===== config.mk =====
export PLATFORM = sky130hd
export DESIGN_NAME = nrzi_hdlc_rx
export DESIGN_NICKNAME = d
export VERILOG_FILES = /design/src/rtl/nrzi_rx_pkg.sv /design/src/rtl/nrzi_rx_rstsync.sv /design/src/rtl/nrzi_rx_dpll.sv /design/src/rtl/nrzi_rx_decode.sv /design/src/rtl/nrzi_rx_framer.sv /design/src/rtl/nrzi_hdlc_rx.sv
export SDC_FILE = /design/constraint.sdc
export NUM_CORES = 1
export LEC_CHECK = 0
export ABC_AREA = 1
export ABC_CLOCK_PERIOD_IN_PS = 1200
export BUFFER_PORTS_ARGS = -buffer_cell sky130_fd_sc_hd__buf_2
export CORE_UTILIZATION = 40
export CTS_CLUSTER_DIAMETER = 150
export DETAILED_ROUTE_END_ITERATION = 10
export HOLD_SLACK_MARGIN = 0.1
export PLACE_DENSITY = 0.61
export SLEW_MARGIN = 25
export SYNTH_ARGS = -nofsm -noshare
export SYNTH_HDL_FRONTEND = slang
export SYNTH_SLANG_ARGS = --single-unit

===== constraint.sdc =====
create_clock -name clk_i -period 1.2 [get_ports clk_i]
set_input_delay 0.12 -clock clk_i [delete_from_list [all_inputs] [get_ports clk_i]]
set_output_delay 0.12 -clock clk_i [all_outputs]
set_load 0.01 [all_outputs]

===== src/rtl/nrzi_rx_pkg.sv =====
`timescale 1ns/1ps
package nrzi_rx_pkg;
  localparam int FLAG_LEN   = 8;
  localparam int FLAG_ONES  = 6;
  localparam int STUFF_ONES = 5;
  localparam int ONES_W     = 3;

  typedef enum logic {
    ST_HUNT  = 1'b0,
    ST_FRAME = 1'b1
  } rx_state_e;
endpackage


===== src/rtl/nrzi_rx_rstsync.sv =====
`timescale 1ns/1ps
module nrzi_rx_rstsync #(
  parameter int STAGES = 2
) (
  input  logic clk_i,
  input  logic rst_ni,
  output logic rst_no
);
  logic [STAGES-1:0] rs_q;

  always_ff @(posedge clk_i or negedge rst_ni) begin
    if (!rst_ni) rs_q <= '0;
    else         rs_q <= {rs_q[STAGES-2:0], 1'b1};
  end

  assign rst_no = rs_q[STAGES-1];
endmodule


===== src/rtl/nrzi_rx_dpll.sv =====
`timescale 1ns/1ps
module nrzi_rx_dpll #(
  parameter int   OVS         = 4,
  parameter int   MID         = 2,
  parameter int   SYNC_STAGES = 2,
  parameter logic IDLE_LVL    = 1'b1
) (
  input  logic clk_i,
  input  logic rst_ni,
  input  logic line_i,
  output logic stb_o,
  output logic lvl_o
);
  localparam int PW = (OVS > 1) ? $clog2(OVS) : 1;

  logic [SYNC_STAGES-1:0] sync_q, sync_d;
  logic                   last_q;
  logic [PW-1:0]          ph_q, ph_d, cur_ph;
  logic                   trans;

  always_comb begin
    sync_d = {sync_q[SYNC_STAGES-2:0], line_i};
    trans  = sync_q[SYNC_STAGES-1] ^ last_q;
    // a transition marks phase zero of a new bit cell
    cur_ph = trans ? '0 : ph_q;
    ph_d   = (cur_ph == PW'(OVS-1)) ? '0 : cur_ph + PW'(1);
  end

  always_ff @(posedge clk_i or negedge rst_ni) begin
    if (!rst_ni) begin
      sync_q <= {SYNC_STAGES{IDLE_LVL}};
      last_q <= IDLE_LVL;
      ph_q   <= '0;
    end else begin
      sync_q <= sync_d;
      last_q <= sync_q[SYNC_STAGES-1];
      ph_q   <= ph_d;
    end
  end

  assign stb_o = (cur_ph == PW'(MID));
  assign lvl_o = sync_q[SYNC_STAGES-1];
endmodule


===== src/rtl/nrzi_rx_decode.sv =====
`timescale 1ns/1ps
module nrzi_rx_decode #(
  parameter logic IDLE_LVL = 1'b1
) (
  input  logic clk_i,
  input  logic rst_ni,
  input  logic stb_i,
  input  logic lvl_i,
  output logic bit_stb_o,
  output logic bit_o
);
  logic prev_q, prev_d;
  logic stb_q, bit_q, bit_d;

  always_comb begin
    prev_d = stb_i ? lvl_i : prev_q;
    bit_d  = stb_i ? (lvl_i == prev_q) : bit_q;
  end

  always_ff @(posedge clk_i or negedge rst_ni) begin
    if (!rst_ni) begin
      prev_q <= IDLE_LVL;
      stb_q  <= 1'b0;
      bit_q  <= 1'b1;
    end else begin
      prev_q <= prev_d;
      stb_q  <= stb_i;
      bit_q  <= bit_d;
    end
  end

  assign bit_stb_o = stb_q;
  assign bit_o     = bit_q;
endmodule


===== src/rtl/nrzi_rx_framer.sv =====
`timescale 1ns/1ps
module nrzi_rx_framer
  import nrzi_rx_pkg::*;
(
  input  logic clk_i,
  input  logic rst_ni,
  input  logic bit_stb_i,
  input  logic bit_i,
  output logic data_o,
  output logic data_vld_o,
  output logic frame_start_o,
  output logic frame_end_o,
  output logic abort_o
);
  rx_state_e             st_q, st_d;
  logic [ONES_W-1:0]     ones_q, ones_d;
  logic [FLAG_LEN-1:0]   win_q, win_d, msk_q, msk_d;
  logic                  data_q, data_d, vld_q, vld_d;
  logic                  fs_q, fs_d, fe_q, fe_d, ab_q, ab_d;
  logic                  in_frame, flag_s, abort_s, stuff_s;

  always_comb begin
    st_d   = st_q;
    ones_d = ones_q;
    win_d  = win_q;
    msk_d  = msk_q;
    data_d = data_q;
    vld_d  = 1'b0;
    fs_d   = 1'b0;
    fe_d   = 1'b0;
    ab_d   = 1'b0;

    in_frame = (st_q == ST_FRAME);
    flag_s   = (ones_q == ONES_W'(FLAG_ONES)) && !bit_i;
    abort_s  = in_frame && (ones_q == ONES_W'(FLAG_ONES)) && bit_i;
    stuff_s  = in_frame && (ones_q == ONES_W'(STUFF_ONES)) && !bit_i;

    if (bit_stb_i) begin
      ones_d = bit_i ? ((ones_q == '1) ? ones_q : ones_q + ONES_W'(1)) : '0;
      win_d  = {win_q[FLAG_LEN-2:0], bit_i};
      msk_d  = {msk_q[FLAG_LEN-2:0], in_frame && !stuff_s && !flag_s};
      data_d = win_q[FLAG_LEN-1];
      vld_d  = msk_q[FLAG_LEN-1];
      if (flag_s) begin
        msk_d = '0;
        if (in_frame) begin
          st_d = ST_HUNT;
          fe_d = 1'b1;
        end else begin
          st_d = ST_FRAME;
          fs_d = 1'b1;
        end
      end else if (abort_s) begin
        msk_d = '0;
        st_d  = ST_HUNT;
        ab_d  = 1'b1;
      end
    end
  end

  always_ff @(posedge clk_i or negedge rst_ni) begin
    if (!rst_ni) begin
      st_q   <= ST_HUNT;
      ones_q <= '0;
      win_q  <= '0;
      msk_q  <= '0;
      data_q <= 1'b0;
      vld_q  <= 1'b0;
      fs_q   <= 1'b0;
      fe_q   <= 1'b0;
      ab_q   <= 1'b0;
    end else begin
      st_q   <= st_d;
      ones_q <= ones_d;
      win_q  <= win_d;
      msk_q  <= msk_d;
      data_q <= data_d;
      vld_q  <= vld_d;
      fs_q   <= fs_d;
      fe_q   <= fe_d;
      ab_q   <= ab_d;
    end
  end

  assign data_o        = data_q;
  assign data_vld_o    = vld_q;
  assign frame_start_o = fs_q;
  assign frame_end_o   = fe_q;
  assign abort_o       = ab_q;
endmodule


===== src/rtl/nrzi_hdlc_rx.sv =====
`timescale 1ns/1ps
module nrzi_hdlc_rx #(
  parameter int   OVS         = 4,
  parameter int   MID         = 2,
  parameter int   SYNC_STAGES = 2,
  parameter logic IDLE_LVL    = 1'b1
) (
  input  logic clk_i,
  input  logic rst_ni,
  input  logic line_i,
  output logic data_o,
  output logic data_vld_o,
  output logic frame_start_o,
  output logic frame_end_o,
  output logic abort_o
);
  logic rst_sync_n;
  logic smp_stb, smp_lvl;
  logic bit_stb, bit_val;

  nrzi_rx_rstsync #(.STAGES(2)) u_rst (
    .clk_i  (clk_i),
    .rst_ni (rst_ni),
    .rst_no (rst_sync_n)
  );

  nrzi_rx_dpll #(
    .OVS(OVS), .MID(MID), .SYNC_STAGES(SYNC_STAGES), .IDLE_LVL(IDLE_LVL)
  ) u_dpll (
    .clk_i  (clk_i),
    .rst_ni (rst_sync_n),
    .line_i (line_i),
    .stb_o  (smp_stb),
    .lvl_o  (smp_lvl)
  );

  nrzi_rx_decode #(.IDLE_LVL(IDLE_LVL)) u_dec (
    .clk_i     (clk_i),
    .rst_ni    (rst_sync_n),
    .stb_i     (smp_stb),
    .lvl_i     (smp_lvl),
    .bit_stb_o (bit_stb),
    .bit_o     (bit_val)
  );

  nrzi_rx_framer u_frm (
    .clk_i         (clk_i),
    .rst_ni        (rst_sync_n),
    .bit_stb_i     (bit_stb),
    .bit_i         (bit_val),
    .data_o        (data_o),
    .data_vld_o    (data_vld_o),
    .frame_start_o (frame_start_o),
    .frame_end_o   (frame_end_o),
    .abort_o       (abort_o)
  );
endmodule


==> metrics.md <==
| Metric | Value |
|---|---|
| Mapped Area | `about 1400 um2` |
| CP Data Required Time | `approximately 1.5 ns` |
| Ys async rst share | `1.00` |
| Initial antenna violation count | `0` |
| Overall Global Routing Usage | `0.152` |
| Routed wire length | `between 2 and 3 mm` |
| Routed Antenna Nets | `0` |
| Vias in the first global route | `~1,000` |
| Area grow syn2layout | `21.6%` |
| NumNets Final | `171` |
| Pin count of the biggest net entering global routing | `19` |
| RD Place Congestion | `slightly below 0.7` |
| Cell leakage power | `0.859 nW` |
| Slowest stage delay, CP | `~0.60 ns` |
| Synth warnings | `0` |
| Layout cells sized above 1 | `0.287` |
| Crit Path Class | `reg -> reg` |
| Clock latency on the worst-skew pair | `0.33 ns` |
| CTS tree | `done` |
| Grt ovf | `0` |
| H-tree Lvls | `2` |
| Dpl ws | `-0.242 ns` |
| Top cell type's share of synthesized area | `0.518` |
| # setup viols final | `4` |
| Post-route DRC violation count | `0` |
| Core Region | `between 3000 and 4000 um2` |
| MaxCap Viol Count | `0` |
| Post-synth EDFFs | `0` |
| Critical-path cell list | `xor2_4 -> nand2b_4 -> ha_4 -> mux2_4` |
| Reg clk slew, reported paths | `0.10 ns` |
| Max frequency | `just under 700 MHz` |
| Sequential share of the synthesized area | `0.609` |
| Min cycle time layout | `approximately 1.4 ns` |
| Avg Inst Size Synth | `10.4 um2` |
| Initial DRC count | `44` |
| Dpl cells | `197` |
| Clk root buf | `clkbuf_4` |
| Critical Path AT | `1.71 ns` |
| Num rows | `21` |
| Dpl hpwl | `1.66 mm` |
| ANT cells | `0` |
| Post-synth top area cell | `dfrtp_1` |
| DR top layer | `met4` |
| Fin util | `0.516` |
| Netlist cell types | `22` |
| Status | `complete, but fails checks` |
| Met3 Routed Length | `92 um` |
| Failing checks | `negative setup slack` |
| Slowest cell on crit path | `dfstp_2` |
| RSZ-0062 raised after global routing | `true` |
| TritonCTS buffer count | `5` |
| Fin area | `1760 um2` |
| Fin. max-slew vios | `0` |
| CTS max path bufs | `2` |
| Mapped Nets | `~150` |
| Via count | `roughly 1,000` |
| Ports | `8` |
| Hold Crit Class | `reg -> async` |
| Non-filler cells in the finished layout | `210` |
| Crit end category | `flip-flop` |
| Pwr/cell area | `1700 nW/um2` |
| Met2 wire len | `between 1 and 1.5 mm` |
| CP startpoint kind | `flip-flop` |
| Drt pass-1 iters | `4` |
| Starting Density | `0.424` |
| Setup Skew | `0.00879 ns` |
| Wire length on met1 | `roughly 1.2 mm` |
| Chip width | `slightly above 60 um` |
| Mapped Cells | `139` |
| Yosys reg bits | `35` |
| Area after DPL | `1580 um2` |
| Die H | `62.2 um` |
| First-pass GRT wire length | `4.46 mm` |
| Wire per inst | `roughly 12 um` |
| Buffers on Ports | `7` |
| Die area | `slightly below 4000 um2` |
| Fin. Hold Viols | `0` |
| Fin crit share | `1.20` |
| Setup TNS | `-0.531 ns` |
| Commonest register cell after synthesis | `dfrtp_1` |
| Area contributors post-synth | `dfrtp_1 52%, nand2_1 12%, dfstp_2 9.1%` |
| Max FO, Critical Path | `4` |
| CTS Sinks | `35` |
| Final WS setup | `-0.242 ns` |
| Drt via density | `4.65` |
| Worst VDD drop | `a little under 0.8 mV` |
-- power by group --
group          leakage, nW  internal [mW]  switching, mW
logic                0.374          0.360          0.443
registers            0.456           1.44          0.157
clock network       0.0293          0.228          0.371
-- worst max-delay path: cells and delay by family (launching register included) --
family / cells / cell delay (ns)
xor+xnor: 1 / 0.18
fa+ha+maj: 1 / 0.14
flops: 1 / 0.60
mux: 1 / 0.29
simple gates: 1 / 0.16
-- cells by family (layout without fill, tap and decap cells) --
| logic type | after synthesis | after routing | synth area share |
|---|---|---|---|
| multiplexers | 1 | 1 | 0.00777 |
| flip-flops | 35 | 35 | 0.609 |
| buffers and inverters | 16 | 41 | 0.0553 |
| AND/OR/NAND/NOR | 67 | 67 | 0.229 |
| XOR/XNOR | 2 | 2 | 0.0121 |
| adder cells (fa/ha/maj) | 5 | 5 | 0.0432 |
| other | 1 | 1 | 0.00259 |
| AO/OA/AOI/OAI | 12 | 12 | 0.0414 |
-- cells in the final DEF, fill, tap and decap left out, types with 3 or more instances in the layout --
master,instances
dfrtp_1,30
dfstp_2,5
dlygate4sd3_1,3
buf_2,7
nand2_1,45
nor2_1,5
inv_1,11
ha_4,3
clkbuf_4,5
o21ai_0,6
buf_4,10
nand3b_1,7
-- what timing repair did --
| item | 4_1_cts | 5_1_grt |
|---|---|---|
| pin swaps | 1 | 5 |
| buffers inserted | 1 | 1 |
| hold buffers | 3 | 0 |
| endpoints found under the hold margin | 3 | 0 |
| setup endpoints to repair | 16 | 9 |
| resized for setup | 7 | 12 |
-- state kept, by name, summed over array words and instances (netlist names) --
signal / cells
u_dpll.sync_q: 2
u_frm.in_frame: 1
u_dpll.ph_q: 2
u_dec.bit_o: 1
u_frm.frame_start_o: 1
u_dec.bit_stb_o: 1
u_frm.abort_o: 1
u_frm.data_vld_o: 1
u_rst.rs_q: 2
u_frm.ones_q: 3
u_frm.msk_q: 8
u_dec.prev_q: 1
u_frm.data_o: 1
u_dpll.last_q: 1
u_frm.win_q: 8
u_frm.frame_end_o: 1
-- layout make-up --
type                            instances  area, um2
Clock buffer                            7       45.0
Clock inverter                          1       5.00
Fill cell                             327       1650
Inverter                               13       48.8
Multi-Input combinational cell         88        583
Sequential cell                        35        882
Tap cell                               46       57.6
Timing Repair Buffer                   20        140
-- per-layer routing --
metal,global-route usage,vias up
li1,-,478
met1,0.167,480
met2,0.260,13
met3,0.0625,5
met4,0.0610,0
met5,0,-
-- per-stage QoR --
step / total power, mW / hold slack (ns)
floorplan: 2.04 / -0.176
global placement: 2.17 / -0.0962
detailed placement: 2.22 / -0.0926
CTS: 2.93 / 0.219
global route: 3.23 / 0.235
finish: 3.00 / 0.209
-- cells in the mapped netlist, types with 2 or more instances --
cell and instances:
a21oi_1 3, dfrtp_1 30, dfstp_2 5, ha_1 5
inv_1 12, nand2_1 46, nand2b_1 2, nand3_4 2
nand3b_1 7, nor2_1 7, o21ai_0 9
-- worst paths after layout --
path	from	endpoint	slack, ns	cells past startpoint
worst min register to register	u_rst.rs_q[1]	u_dpll.ph_q[1]	0.21	1
max in group asynchronous	rst_ni	u_rst.rs_q[0]	0.46	3
worst min-delay path	u_rst.rs_q[1]	u_dpll.ph_q[1]	0.21	1
min in group clk_i	u_dpll.sync_q[0]	u_dpll.sync_q[1]	0.36	0
worst max register to register	u_dpll.sync_q[1]	u_dec.prev_q	-0.24	4
worst max-delay path	u_dpll.sync_q[1]	u_dec.prev_q	-0.24	4
Power figures use the tool's default switching activity.
